### config.mk
export PLATFORM = sky130hd
export DESIGN_NAME = pcm_compact_tx
export DESIGN_NICKNAME = d
export VERILOG_FILES = /design/src/rtl/pcm_tx_pkg.sv /design/src/rtl/pcm_tx_fifo.sv /design/src/rtl/pcm_slot_seq.sv /design/src/rtl/pcm_tx_irq.sv /design/src/rtl/pcm_compact_tx.sv
export SDC_FILE = /design/constraint.sdc
export NUM_CORES = 1
export LEC_CHECK = 0
export ABC_AREA = 1
export BUFFER_PORTS_ARGS = -buffer_cell sky130_fd_sc_hd__buf_2
export CAP_MARGIN = 30
export CORE_MARGIN = 2
export CORE_UTILIZATION = 53
export CTS_CLUSTER_SIZE = 40
export DETAILED_ROUTE_END_ITERATION = 6
export GPL_TIMING_DRIVEN = 0
export PLACE_DENSITY = 0.76
export SKIP_CTS_REPAIR_TIMING = 1
export SLEW_MARGIN = 20
export SYNTH_ARGS = -nofsm -noshare
export SYNTH_HDL_FRONTEND = slang
export SYNTH_SLANG_ARGS = --single-unit
### constraint.sdc
create_clock -name clk -period 2.6 [get_ports clk]
set_input_delay 0.39 -clock clk [delete_from_list [all_inputs] [get_ports clk]]
set_output_delay 0.39 -clock clk [all_outputs]
set_load 0.02 [all_outputs]
### src/rtl/pcm_tx_pkg.sv
package pcm_tx_pkg;
   localparam int FIRST_PCM_SLOT = 3;
   localparam int IRQ_FIELD_W    = 7;
   localparam int IRQ_TXREQ_BIT  = 0;
   localparam int IRQ_UNDER_BIT  = 1;

   typedef enum logic {
      HALF_LO = 1'b0,
      HALF_HI = 1'b1
   } half_sel_e;
endpackage

### src/rtl/pcm_tx_fifo.sv
module pcm_tx_fifo #(
   parameter int DEPTH  = 8,
   parameter int WORD_W = 32,
   localparam int AW    = $clog2(DEPTH),
   localparam int LW    = AW + 1
) (
   input  logic              clk,
   input  logic              rst_n,
   input  logic              flush,
   input  logic              wr_en,
   input  logic [WORD_W-1:0] wr_data,
   input  logic              rd_en,
   output logic [WORD_W-1:0] rd_data,
   output logic [LW-1:0]     level,
   output logic              empty,
   output logic              full
);
   generate
      if (DEPTH < 2 || (DEPTH & (DEPTH - 1)) != 0) begin : g_bad_depth
         $error("pcm_tx_fifo: DEPTH must be a power of two of at least 2");
      end
   endgenerate

   logic [WORD_W-1:0] mem [DEPTH];
   logic [AW-1:0]     wp, rp;
   logic              do_wr, do_rd;

   assign empty   = (level == '0);
   assign full    = (level == LW'(DEPTH));
   assign do_wr   = wr_en && !full && !flush;
   assign do_rd   = rd_en && !empty && !flush;
   assign rd_data = mem[rp];

   always_ff @(posedge clk) begin
      if (do_wr) mem[wp] <= wr_data;
   end

   always_ff @(posedge clk or negedge rst_n) begin
      if (!rst_n) begin
         wp    <= '0;
         rp    <= '0;
         level <= '0;
      end else if (flush) begin
         wp    <= '0;
         rp    <= '0;
         level <= '0;
      end else begin
         if (do_wr) wp <= wp + 1'b1;
         if (do_rd) rp <= rp + 1'b1;
         level <= level + LW'(do_wr) - LW'(do_rd);
      end
   end

   // a full FIFO with no read stays full after a write attempt
   assert_no_overflow_R1: assert property (@(posedge clk) disable iff (!rst_n)
      (full && wr_en && !rd_en && !flush) |=> (full && $stable(wp)));

   // the flush empties the FIFO by the next edge
   assert_flush_empties_R12: assert property (@(posedge clk) disable iff (!rst_n)
      flush |=> empty);
endmodule

### src/rtl/pcm_slot_seq.sv
module pcm_slot_seq
   import pcm_tx_pkg::*;
#(
   parameter int NSLOT  = 10,
   parameter int WORD_W = 32,
   parameter int SLOT_W = 20,
   parameter int NUM_W  = 4,
   localparam int HALF_W = WORD_W / 2,
   localparam int KW     = $clog2(NSLOT),
   localparam int PAD    = SLOT_W - HALF_W
) (
   input  logic              clk,
   input  logic              rst_n,
   input  logic              glob_en,
   input  logic              chan_en,
   input  logic              compact,
   input  logic [NSLOT-1:0]  slot_mask,
   input  logic              frame_start,
   input  logic [WORD_W-1:0] head_word,
   input  logic              fifo_empty,
   output logic              pop,
   output logic              under_evt,
   output logic              running,
   output logic              slot_vld,
   output logic [NUM_W-1:0]  slot_num,
   output logic              slot_tag,
   output logic [SLOT_W-1:0] slot_data
);
   generate
      if (SLOT_W < HALF_W || SLOT_W > WORD_W) begin : g_bad_width
         $error("pcm_slot_seq: SLOT_W must lie between WORD_W/2 and WORD_W");
      end
      if (FIRST_PCM_SLOT + NSLOT - 1 >= (1 << NUM_W) || NSLOT < 2) begin : g_bad_slots
         $error("pcm_slot_seq: slot numbers do not fit NUM_W");
      end
   endgenerate

   logic              run;
   logic [KW-1:0]     k;
   half_sel_e         hsel;
   logic              cur_en, avail, take;
   logic [HALF_W-1:0] half;
   logic [SLOT_W-1:0] cval, val;

   assign running   = run;
   assign cur_en    = run && slot_mask[k] && chan_en;
   assign avail     = !fifo_empty;
   assign take      = cur_en && avail;
   assign under_evt = cur_en && !avail;
   assign pop       = take && (!compact || hsel == HALF_HI);
   assign half      = (hsel == HALF_HI) ? head_word[WORD_W-1:HALF_W] : head_word[HALF_W-1:0];

   generate
      if (PAD == 0) begin : g_cval_exact
         assign cval = half;
      end else begin : g_cval_pad
         assign cval = {half, {PAD{1'b0}}};
      end
   endgenerate

   assign val = compact ? cval : head_word[SLOT_W-1:0];

   always_ff @(posedge clk or negedge rst_n) begin
      if (!rst_n) begin
         run       <= 1'b0;
         k         <= '0;
         hsel      <= HALF_LO;
         slot_vld  <= 1'b0;
         slot_num  <= '0;
         slot_tag  <= 1'b0;
         slot_data <= '0;
      end else if (!glob_en) begin
         run      <= 1'b0;
         k        <= '0;
         hsel     <= HALF_LO;
         slot_vld <= 1'b0;
         slot_tag <= 1'b0;
      end else begin
         slot_vld  <= run;
         slot_tag  <= take;
         slot_data <= take ? val : '0;
         if (run) begin
            slot_num <= NUM_W'(FIRST_PCM_SLOT) + NUM_W'(k);
            if (k == KW'(NSLOT - 1)) begin
               run <= 1'b0;
               k   <= '0;
            end else begin
               k <= k + 1'b1;
            end
         end else if (frame_start) begin
            run <= 1'b1;
            k   <= '0;
         end
         if (take && compact) hsel <= (hsel == HALF_HI) ? HALF_LO : HALF_HI;
      end
   end

   // a tagged sample only appears in a valid slot record
   assert_tag_in_slot_R4: assert property (@(posedge clk) disable iff (!rst_n)
      slot_tag |-> slot_vld);

   // consecutive slot records count upward by one
   assert_ascending_R3: assert property (@(posedge clk) disable iff (!rst_n)
      (slot_vld && $past(slot_vld)) |-> (slot_num == NUM_W'($past(slot_num) + 1'b1)));

   // every walk begins at the first PCM slot
   assert_first_slot_R3: assert property (@(posedge clk) disable iff (!rst_n)
      $rose(slot_vld) |-> (slot_num == NUM_W'(FIRST_PCM_SLOT)));
endmodule

### src/rtl/pcm_tx_irq.sv
module pcm_tx_irq
   import pcm_tx_pkg::*;
#(
   parameter int NCH    = 4,
   parameter int CH_IDX = 0,
   localparam int FW    = IRQ_FIELD_W,
   localparam int IW    = NCH * FW
) (
   input  logic          clk,
   input  logic          rst_n,
   input  logic          tx_req,
   input  logic          under_evt,
   input  logic          ie_tx,
   input  logic          ie_ur,
   input  logic          clr_valid,
   input  logic [IW-1:0] clr_bits,
   output logic [IW-1:0] irq_word
);
   generate
      if (CH_IDX < 0 || CH_IDX >= NCH) begin : g_bad_idx
         $error("pcm_tx_irq: CH_IDX out of range");
      end
   endgenerate

   logic ur_flag, clr_hit;
   logic unused_clr;

   assign clr_hit    = clr_valid && clr_bits[CH_IDX*FW + IRQ_UNDER_BIT];
   assign unused_clr = ^clr_bits;

   always_ff @(posedge clk or negedge rst_n) begin
      if (!rst_n)         ur_flag <= 1'b0;
      else if (under_evt) ur_flag <= 1'b1;
      else if (clr_hit)   ur_flag <= 1'b0;
   end

   generate
      for (genvar c = 0; c < NCH; c++) begin : g_field
         if (c == CH_IDX) begin : g_own
            logic [FW-1:0] fld;
            always_comb begin
               fld = '0;
               fld[IRQ_TXREQ_BIT] = tx_req && ie_tx;
               fld[IRQ_UNDER_BIT] = ur_flag && ie_ur;
            end
            assign irq_word[c*FW +: FW] = fld;
         end else begin : g_other
            assign irq_word[c*FW +: FW] = '0;
         end
      end
   endgenerate

   // an underrun event is latched by the next edge
   assert_under_latched_R7: assert property (@(posedge clk) disable iff (!rst_n)
      under_evt |=> ur_flag);

   // the underrun flag stays until its own clear bit is written
   assert_under_sticky_R10: assert property (@(posedge clk) disable iff (!rst_n)
      (ur_flag && !clr_hit) |=> ur_flag);
endmodule

### src/rtl/pcm_compact_tx.sv
module pcm_compact_tx
   import pcm_tx_pkg::*;
#(
   parameter int DEPTH  = 8,
   parameter int NSLOT  = 10,
   parameter int WORD_W = 32,
   parameter int SLOT_W = 20,
   parameter int NUM_W  = 4,
   parameter int NCH    = 4,
   parameter int CH_IDX = 0,
   localparam int LW    = $clog2(DEPTH) + 1,
   localparam int IW    = NCH * IRQ_FIELD_W
) (
   input  logic              clk,
   input  logic              rst_n,
   input  logic              glob_en,
   input  logic              chan_en,
   input  logic              compact,
   input  logic [NSLOT-1:0]  slot_mask,
   input  logic              wr_valid,
   input  logic [WORD_W-1:0] wr_data,
   input  logic              frame_start,
   input  logic              ie_tx,
   input  logic              ie_ur,
   input  logic              clr_valid,
   input  logic [IW-1:0]     clr_bits,
   output logic              fifo_full,
   output logic              fifo_half_empty,
   output logic              fifo_empty,
   output logic              tx_busy,
   output logic              slot_vld,
   output logic [NUM_W-1:0]  slot_num,
   output logic              slot_tag,
   output logic [SLOT_W-1:0] slot_data,
   output logic [IW-1:0]     irq_word,
   output logic              irq
);
   logic [WORD_W-1:0] head_word;
   logic [LW-1:0]     level;
   logic              pop, under_evt, running;

   pcm_tx_fifo #(.DEPTH(DEPTH), .WORD_W(WORD_W)) u_fifo (
      .clk(clk), .rst_n(rst_n), .flush(!glob_en),
      .wr_en(wr_valid), .wr_data(wr_data),
      .rd_en(pop), .rd_data(head_word),
      .level(level), .empty(fifo_empty), .full(fifo_full)
   );

   pcm_slot_seq #(.NSLOT(NSLOT), .WORD_W(WORD_W), .SLOT_W(SLOT_W), .NUM_W(NUM_W)) u_seq (
      .clk(clk), .rst_n(rst_n), .glob_en(glob_en), .chan_en(chan_en),
      .compact(compact), .slot_mask(slot_mask), .frame_start(frame_start),
      .head_word(head_word), .fifo_empty(fifo_empty),
      .pop(pop), .under_evt(under_evt), .running(running),
      .slot_vld(slot_vld), .slot_num(slot_num), .slot_tag(slot_tag), .slot_data(slot_data)
   );

   assign fifo_half_empty = (level <= LW'(DEPTH / 2));
   assign tx_busy         = !fifo_empty || running;

   pcm_tx_irq #(.NCH(NCH), .CH_IDX(CH_IDX)) u_irq (
      .clk(clk), .rst_n(rst_n),
      .tx_req(chan_en && fifo_half_empty), .under_evt(under_evt),
      .ie_tx(ie_tx), .ie_ur(ie_ur),
      .clr_valid(clr_valid), .clr_bits(clr_bits),
      .irq_word(irq_word)
   );

   assign irq = |irq_word;

   // a disabled channel never removes a word from the FIFO
   assert_hold_when_off_R11: assert property (@(posedge clk) disable iff (!rst_n)
      (!chan_en && glob_en && !wr_valid) |=> $stable(level));
endmodule

=== Yosys cells after proc, flatten, opt, wreduce, memory -nomap -nowiden ===
Memory sizes are Yosys's and may differ from the RTL's.
Cells that the tools add are included.

* Add/subtract/negate cells: 6
* Magnitude comparators: 2
* Eq/ne operators: 6
* Mux-type cells: 27
* Reduce and logical (&&, ||, !) cells: 23

{| class="wikitable"
|+ Operators by type and width
! operator !! count
|-
| two-way mux 20 bit || 2
|-
| two-way mux 4 bit || 5
|-
| two-way mux 16 bit || 1
|-
| logical AND 1 bit || 14
|-
| two-way mux 1 bit || 14
|-
| two-way mux 3 bit || 4
|-
| equality test 4 bit (second input constant) || 2
|-
| adder 3 x 1 -> 3 bit (second input constant) || 2
|-
| inequality test 2 x 1 -> 1 bit (second input constant) || 3
|-
| less-than comparator 4 x 5 -> 1 bit (second input constant) || 1
|-
| adder 2 x 4 -> 4 bit (first input constant) || 1
|-
| adder 4 x 1 -> 4 bit || 1
|-
| adder 4 x 1 -> 4 bit (second input constant) || 1
|-
| binary-select mux 1 bit (select 4 bit) || 1
|-
| <= comparator 4 x 3 -> 1 bit (second input constant) || 1
|-
| logical NOT 4 bit || 1
|-
| subtractor 4 x 1 -> 4 bit || 1
|-
| logical NOT 1 bit || 3
|-
| inequality test 3 x 1 -> 1 bit (second input constant) || 1
|-
| logical OR 1 bit || 2
|-
| AND reduction 2 bit || 1
|-
| nonzero test 2 bit || 1
|-
| OR reduction 2 bit || 1
|}

* Register bits: 43
* RAM bits: 256
* Input bits: 80
* Output and inout port bits: 59
* Word-level logic and storage cells: 76
* Memories: 1

{| class="wikitable"
|+ Memories
! memory !! depth !! bits a word !! rd ports !! clocked after memory_dff !! wr ports !! line !! source
|-
| u_fifo.mem || 8 || 32 || 1 || 0 || 1 || pcm_tx_fifo.sv:24 || <nowiki>logic [WORD_W-1:0] mem [DEPTH];</nowiki>
|}

=== Longest topological paths before layout ===
Gate-level depths: netlist of run 1.

* Depth after elaboration: 10
* Mapped depth: 17
* Depth with buffers taken out: 15

=== Hierarchy ===
Synthesis of run 1 repeated with hierarchy kept, for this count alone.

* Cell total of the unflattened synthesis: 1,519
* Area, all modules: 14,072.2 µm²

{| class="wikitable"
|+ By module, submodules not included
! module !! times used !! cells an instance !! area each (µm²) !! sequential area each (µm²)
|-
| pcm_tx_fifo || 1 || 1,195 || 11,753.8 || 7,937.6
|-
| pcm_slot_seq || 1 || 235 || 1,850.5 || 800.8
|-
| pcm_tx_irq || 1 || 36 || 254.0 || 25.0
|-
| pcm_compact_tx || 1 || 53 || 214.0 || 0.0
|}

=== Least setup slack after synthesis of run 1 ===
OpenSTA, ideal clock, no wires.

* Path type: register -> register
* Start point: reg u_fifo.level[2]
* End point: mem u_fifo.mem[0][0] (enable)
* Arrival: 2.429 ns
* Data required time: 2.179 ns
* Slack: -0.250 ns
* Cell stages (with the launch flop): 8
* Path buffers: 0
* Clock period less this slack: 2.850 ns
* Path through: dfrtp_1 > inv_1 > ha_1 > inv_1 > o21ai_0 > nor2_1 > nand2_1 > nor2_1

* Word-level cells in the longest chain between the ends: 6

{| class="wikitable"
|+ RTL lines
! element !! line !! source
|-
| start, declared || pcm_tx_fifo.sv:14 || <nowiki>output logic [LW-1:0] level,</nowiki>
|-
| start signal, assigned || pcm_tx_fifo.sv:50 || <nowiki>level <= level + LW'(do_wr) - LW'(do_rd);</nowiki>
|-
| equality test 4 bit || pcm_tx_fifo.sv:29 || <nowiki>assign full = (level == LW'(DEPTH));</nowiki>
|-
| logical NOT 1 bit || pcm_tx_fifo.sv:30 || <nowiki>assign do_wr = wr_en && !full && !flush;</nowiki>
|-
| logical AND 1 bit (2 in a row) || pcm_tx_fifo.sv:30 ||
|-
| two-way mux 1 bit || pcm_tx_fifo.sv:35 || <nowiki>if (do_wr) mem[wp] <= wr_data;</nowiki>
|-
| two-way mux 1 bit (implied by the code) || pcm_tx_fifo.sv:35 ||
|-
| end, declared || pcm_tx_fifo.sv:24 ||
|}

Every way passes these cells.

=== Worst setup path after layout of run 1 ===
* Start point: reg u_seq.k[0]
* End point: reg u_fifo.level[2]

* Word-level cells in the longest chain between the ends: 10

{| class="wikitable"
|+ RTL lines
! element !! line !! source
|-
| start, declared || pcm_slot_seq.sv:39 || <nowiki>logic [KW-1:0] k;</nowiki>
|-
| start signal, assigned || pcm_slot_seq.sv:88 || <nowiki>k <= k + 1'b1;</nowiki>
|-
| binary-select mux 1 bit (select 4 bit) || pcm_slot_seq.sv:46 || <nowiki>assign cur_en = run && slot_mask[k] && chan_en;</nowiki>
|-
| two-way mux 1 bit (implied by the code) || pcm_slot_seq.sv:46 ||
|-
| logical AND 1 bit (2 in a row) || pcm_slot_seq.sv:46 ||
|-
| logical AND 1 bit || pcm_slot_seq.sv:48 || <nowiki>assign take = cur_en && avail;</nowiki>
|-
| logical AND 1 bit || pcm_slot_seq.sv:50 || <nowiki>assign pop = take && (!compact || hsel == HALF_HI);</nowiki>
|-
| logical AND 1 bit (2 in a row) || pcm_tx_fifo.sv:31 || <nowiki>assign do_rd = rd_en && !empty && !flush;</nowiki>
|-
| subtractor 4 x 1 -> 4 bit || pcm_tx_fifo.sv:50 ||
|-
| two-way mux 4 bit || pcm_tx_fifo.sv:43 || <nowiki>end else if (flush) begin</nowiki>
|}

Every way passes these cells. The select of a mux whose other input is x is not followed.
A chain may end at the register's enable or synchronous reset.

==> results of run 1 <==
[tightest hold or removal path, cell delays in order]
cell and delay [ns]:
buf_2 0.09, nand2_1 0.06, nand2_1 0.07
[kinds of logic (layout without fill, tap and decap cells)]
| logic type | count (synthesis) | count (layout) | synth area share [%] |
|---|---|---|---|
| XOR/XNOR | 7 | 7 | 0.488 |
| buffers and inverters | 124 | 285 | 5.05 |
| AO/OA/AOI/OAI | 108 | 108 | 4.63 |
| flip-flops | 299 | 299 | 69.7 |
| other | 1 | 28 | 0.0298 |
| AND/OR/NAND/NOR | 570 | 570 | 18.7 |
| adder cells (fa/ha/maj) | 13 | 13 | 1.35 |
[flip-flops by register name (all words and copies together) (netlist names)]
signal and count:
u_fifo.mem 256, u_seq.slot_vld 1, u_fifo.level 4, u_seq.slot_num 4, u_seq.hsel 1, u_fifo.wp 3, u_seq.slot_data 20, u_seq.k 4
u_seq.running 1, u_irq.ur_flag 1, u_fifo.rp 3, u_seq.slot_tag 1
[per-layer routing]
| layer | wire length [µm] | part of all wire, % |
|---|---|---|
| met5 | 0 | 0 |
| met2 | 14900 | 47 |
| met1 | 12100 | 38 |
| met3 | 3520 | 11 |
| met4 | 1130 | 3.6 |
[how the worst min path moves through the flow]
stage | start | endpoint | slack [ns] | depth (start not counted)
2_1_floorplan | rst_n | u_fifo.level[0] | 0.09 | 0
4_1_cts | rst_n | u_fifo.level[1] | 0.04 | 1
3_5_place_dp | u_irq.ur_flag | u_irq.ur_flag | 0.47 | 2
3_3_place_gp | u_seq.slot_data[1] | u_seq.slot_data[1] | 0.46 | 2
5_1_grt | frame_start | u_seq.running | 0.09 | 3
6_report | frame_start | u_seq.running | 0.11 | 3
[synthesized netlist by cell type, types with 12 or more instances]
cell type / count
nand2_1: 331
inv_1: 36
a31oi_1: 14
nand3_1: 156
edfxtp_1: 256
o21ai_1: 24
a21oi_1: 16
nor2_1: 76
buf_2: 29
ha_1: 12
dfrtp_1: 43
o21ai_0: 42
buf_4: 35
clkbuf_1: 17
[layout by cell type (no fill, tap or decap), types with 6 or more instances in the layout]
cell and n:
nor2_1 67, ha_1 12, buf_4 45, o22ai_1 6
nor2_4 8, nand2_1 331, o21ai_0 42, nand3_1 156
edfxtp_1 256, conb_1 26, inv_1 36, a21oi_1 15
buf_2 114, dfrtp_1 43, buf_12 11, a31oi_1 14
clkinv_1 6, clkbuf_1 28, clkbuf_16 29, o21ai_1 24
[cell type report]
| cell class | count | area [µm²] |
|---|---|---|
| timing repair buffer | 112 | 856 |
| fill | 1737 | 8590 |
| multi-input combinational | 724 | 3340 |
| tap | 319 | 399 |
| clock buffer | 41 | 771 |
| antenna | 2 | 5.00 |
| buffer | 85 | 488 |
| clock inverter | 9 | 43.8 |
| sequential | 299 | 8760 |
| inverter | 38 | 143 |
[power by group through the flow]
stage	sequential, mW	combinational (mW)	clock, mW
after global placement	5.62	1.96	0
after CTS	5.51	2.09	3.69
after floorplan	5.64	1.26	0
after global routing	5.53	2.37	3.89
after detailed placement	5.61	2.07	0
final	5.52	2.16	3.68
==> reports/metrics.yaml, run 1 <==
logic_synthesis:
  synth_largest_area_cell: "edfxtp_1"
  syn_avg_cell_area_um2: 11.2
  yosys.area.top_type_share_pct: 61.1
  synth_edf_count: 256
  synth_area_leaders: "edfxtp_1 (61%), nand2_1 (9.9%), dfrtp_1 (8.6%)"
  synth_top_flop_cell: "edfxtp_1"
  syn_area_um2: 12600
  ys_warn_count: 0
  synth_cells: 1122
  async_reset_ff_share_pct: 14.4
  yosys_register_bits: 299
  synth.distinct_cells: 32
  yosysSeqAreaShare_pct: 69.7
sta:
  whs_ns: 0.108
  tightest_slew_ns: 0.790
  setup_viol: 0
  setup_slack_ns: 0.0759
  finalCritPeriodShare_pct: 97.1
  hold_violations: 0
  fin_tns_setup_ns: 0
  final-max-slew-violation-count: 0
  relSlewSlack_pct: 47.3
  worst_clock_skew_ns: 0.0108
  post-route-min-period_ns: 2.52
  rsz0062_at_grt: "true"
  max_freq_mhz: 396
place:
  dpl.cell_count: 1560
  place_ws_ns: -0.236
  dpl.hpwl_mm: 21.1
  io_buffers: 85
  placed_area_um2: 13800
  gp_congestion: 0.882
setup_path:
  crit_end: "u_fifo.level[2]"
  crit_start: "u_seq.k[0]"
  required_ns: 3.01
  max_stage_delay_ns: 0.41
  arrival_ns: 2.93
  crit_path_max_fanout: 6
  r2r_start: "u_seq.k[0]"
  critPathLaunchType: "flop"
  r2r_slack_ns: 0.08
  crit_slowest_cell: "dfrtp_1"
  crit_type: "reg -> reg"
  reg2reg_depth: 14
  crit_cells: 14
  crit_chain: "inv_1 > or2_0 > nand2_1 > nand3_1 > nand3_1 > nand2_2 > nand4_4 > nor2_1 > ha_1 > inv_1 > ha_1 > fa_1 > xnor2_1 > nor2_1"
  critical-path-top-delay-family: "adder cells"
  crit_buf_inv: 2
  cp-end-kind: "flop"
  timing.rr.end: "u_fifo.level[2]"
pwr:
  p_leak_nw: 5.92
  seq_power_share_pct: 48.6
  switchingPower_mw: 3.23
  combPwrFrac_pct: 19.0
  peakVddDrop_mv: 0.431
  finalPower_mw: 11.4
  p_sw_share_pct: 28.4
  p_clk_share_pct: 32.4
  p_per_area_nw_per_um2: 766
  p_int_mw: 8.12
cts:
  clock_latency_ns: 0.54
  clk_path_buf_depth: 3
  ctsHtreeMaxLevel: 1
  clkSinkCount: 299
  cts_tree: "done"
  numCtsBuffers: 28
  clk_pin_slew_ns: 0.06
  cts-root-buf: "clkbuf_16"
finish:
  drive_above_1_share_pct: 17.0
  final_cell_count_no_fill: 1629
  syn2layout_area_growth_pct: 17.8
  fin_nets: 1381
  final_core_utilization_pct: 63.3
  final_area_um2: 14800
global_routing:
  grt_max_degree: 44
  grt_pass1_vias: 8685
  grtUsageMet2_pct: 41.3
  met3_usage_pct: 5.15
  busiest_layer: "met2"
  track_usage_pct: 25.6
  antenna_found_initial: 2
  grt_pass1_wl_mm: 48.2
  gr-usage-met1_pct: 34.5
  grt.overflow.total: 0
detailed_routing:
  via_per_inst: 5.59
  dr.pass1.iters: 7
  final_antenna_net_count: 0
  routed_wirelength_mm: 31.7
  vias: 9100
  routedWlPerCell_um: 19.4
  drtIter0Drc: 1146
  remaining_drc_errors: 0
floorplan:
  initial_core_util_pct: 53.7
  die_x_um: 158
  ios: 139
  rows: 56
  fp.coreArea_um2: 23400
  die_height_um: 158
  fp.dieArea_um2: 25000
run_status:
  run_status: "finished clean"
run:
  drv_cap: 0
hold_path:
  hold_path_class: "in -> reg"
No activity file was read; power rests on OpenSTA's default activity.
==> inputs of run 2 (changes only) <==
--- a/config.mk
+++ b/config.mk
@@ -9,11 +9,12 @@
 export BUFFER_PORTS_ARGS = -buffer_cell sky130_fd_sc_hd__buf_2
 export CAP_MARGIN = 30
 export CORE_MARGIN = 2
-export CORE_UTILIZATION = 53
+export CORE_UTILIZATION = 55
+export CTS_BUF_LIST = sky130_fd_sc_hd__clkbuf_4
 export CTS_CLUSTER_SIZE = 40
 export DETAILED_ROUTE_END_ITERATION = 6
 export GPL_TIMING_DRIVEN = 0
-export PLACE_DENSITY = 0.76
+export PLACE_DENSITY = 0.79
 export SKIP_CTS_REPAIR_TIMING = 1
 export SLEW_MARGIN = 20
 export SYNTH_ARGS = -nofsm -noshare
==> run 2 against run 1 <==
Clock power increased by 11%. Total power up 4.4%. Count of clock-buffer cells in the layout is 62 higher. The flow now finishes with violations (DRC). Sequential cell count unchanged. Setup slack worse by 0.023 ns.
==> reports/metrics.yaml, run 2 (synthesis results as in run 1) <==
finish:
  top_register: "u_fifo.mem"
  largest_reg_flops: 256
  top_regs: "u_fifo.mem (256), u_seq.slot_data (20)"
  fin_nets: 1456
  final_area_um2: 15300
  final_core_utilization_pct: 67.7
  layout_common_cells: "nand2_1 (331), edfxtp_1 (256), nand3_1 (156)"
  drive_above_1_share_pct: 21.3
  final_cell_count_no_fill: 1709
  syn2layout_area_growth_pct: 21.5
  final_common_cell: "nand2_1"
setup_path:
  crit_chain: "inv_1 > buf_2 > clkbuf_1 > nand3_1 > a21oi_1 > nand2_1 > nand3_1 > o21ai_1"
  cp-end-kind: "flop"
  crit_start: "u_fifo.rp[1]"
  crit_slowest_cell: "clkbuf_1"
  crit_type: "reg -> reg"
  crit_top_cell: "nand3_1"
  arrival_ns: 3.11
  critPathLaunchType: "flop"
  max_stage_delay_ns: 0.58
  crit_path_max_fanout: 10
  r2r_start: "u_fifo.rp[1]"
  required_ns: 3.16
pwr:
  finalPower_mw: 11.9
  p_leak_nw: 6.24
  peakVddDrop_mv: 0.388
  p_per_area_nw_per_um2: 776
cts:
  cts-root-buf: "clkbuf_4"
  cts_tree: "done"
  numCtsBuffers: 75
  ctsHtreeMaxLevel: 3
  clk_path_buf_depth: 3
  clkSinkCount: 299
  clock_latency_ns: 0.69
  clk_pin_slew_ns: 0.08
sta:
  worst_clock_skew_ns: 0.0366
  final-max-slew-violation-count: 0
  post-route-min-period_ns: 2.55
  setup_viol: 0
  relSlewSlack_pct: 46.6
  max_freq_mhz: 393
  tightest_slew_ns: 0.801
  finalCritPeriodShare_pct: 97.9
  fin_tns_setup_ns: 0
  hold_violations: 0
place:
  gp_congestion: 0.903
  dpl.cell_count: 1527
  io_buffers: 85
  dpl.hpwl_mm: 21.6
  placed_area_um2: 13800
run_status:
  violations: "DRC"
  run_status: "complete, but fails checks"
detailed_routing:
  vias: 9720
  final_antenna_net_count: 0
  routed_wirelength_mm: 34.0
  drtIter0Drc: 1526
  via_per_inst: 5.69
  routedWlPerCell_um: 19.9
  dr.pass1.iters: 7
  remaining_drc_errors: 1
hold_path:
  hold_start: "wr_data[23]"
  hold_path_class: "in -> reg"
global_routing:
  grt_max_degree: 44
  antenna_found_initial: 1
  grt_pass1_vias: 9052
  grt_pass1_wl_mm: 49.5
  track_usage_pct: 27.4
  grt.overflow.total: 0
floorplan:
  die_height_um: 155
  fp.dieArea_um2: 24100
  initial_core_util_pct: 55.7
  die_x_um: 155
  fp.coreArea_um2: 22600
  rows: 55
  ios: 139
run:
  drv_cap: 0
run 2: per-layer routing:
layer	GRT usage (%)	wire length [µm]	up-vias
li1	-	-	4365
met1	36.1	12500	4528
met2	43.0	16100	709
met5	0	0	-
met3	6.66	3980	118
met4	14.2	1490	0
run 2: cell type report:
| type | instances | area [µm²] |
|---|---|---|
| flip-flops and latches | 299 | 8760 |
| fillers | 1547 | 7300 |
| multi-input cells | 724 | 3350 |
| repair buffers | 140 | 1160 |
| clock buffers | 103 | 773 |
| plain buffers | 85 | 492 |
| well taps | 285 | 357 |
| clock inverters | 34 | 234 |
| inverters | 38 | 143 |
| diodes | 1 | 2.50 |
run 2: through the flow:
stage | worst slack, ns | hold WS (ns)
after floorplan | -0.250 | 0.0944
after global placement | -1.81 | 0.462
after detailed placement | -0.350 | 0.470
after CTS | -0.242 | -0.119
after global routing | -0.0495 | 0.00213
final | 0.0533 | 0.00429
run 2: final timing paths:
| kind | to | slack, ns | cells after the start |
|---|---|---|---|
| worst max register to register | u_seq.slot_data[12] | 0.05 | 8 |
| max in group asynchronous | u_seq.slot_data[17] | 2.00 | 3 |
| min in group asynchronous | u_seq.slot_data[8] | 0.11 | 2 |
| worst min-delay path | u_fifo.mem[5][23] | 0.004 | 1 |
| worst max-delay path | u_seq.slot_data[12] | 0.05 | 8 |
| worst min register to register | u_seq.slot_num[0] | 0.48 | 2 |
run 2: power breakdown:
group / switching, mW / total, mW / internal, mW
clock network: 1.85 / 4.09 / 2.24
logic: 1.54 / 2.24 / 0.695
registers: 0.0938 / 5.52 / 5.43
run 2: critical path: cells and delay by family (launching register included):
kind            cells  cell delay (ns)
buf+inv             3             1.03
compound gates      2             0.59
flops               1             0.41
simple gates        3             0.38
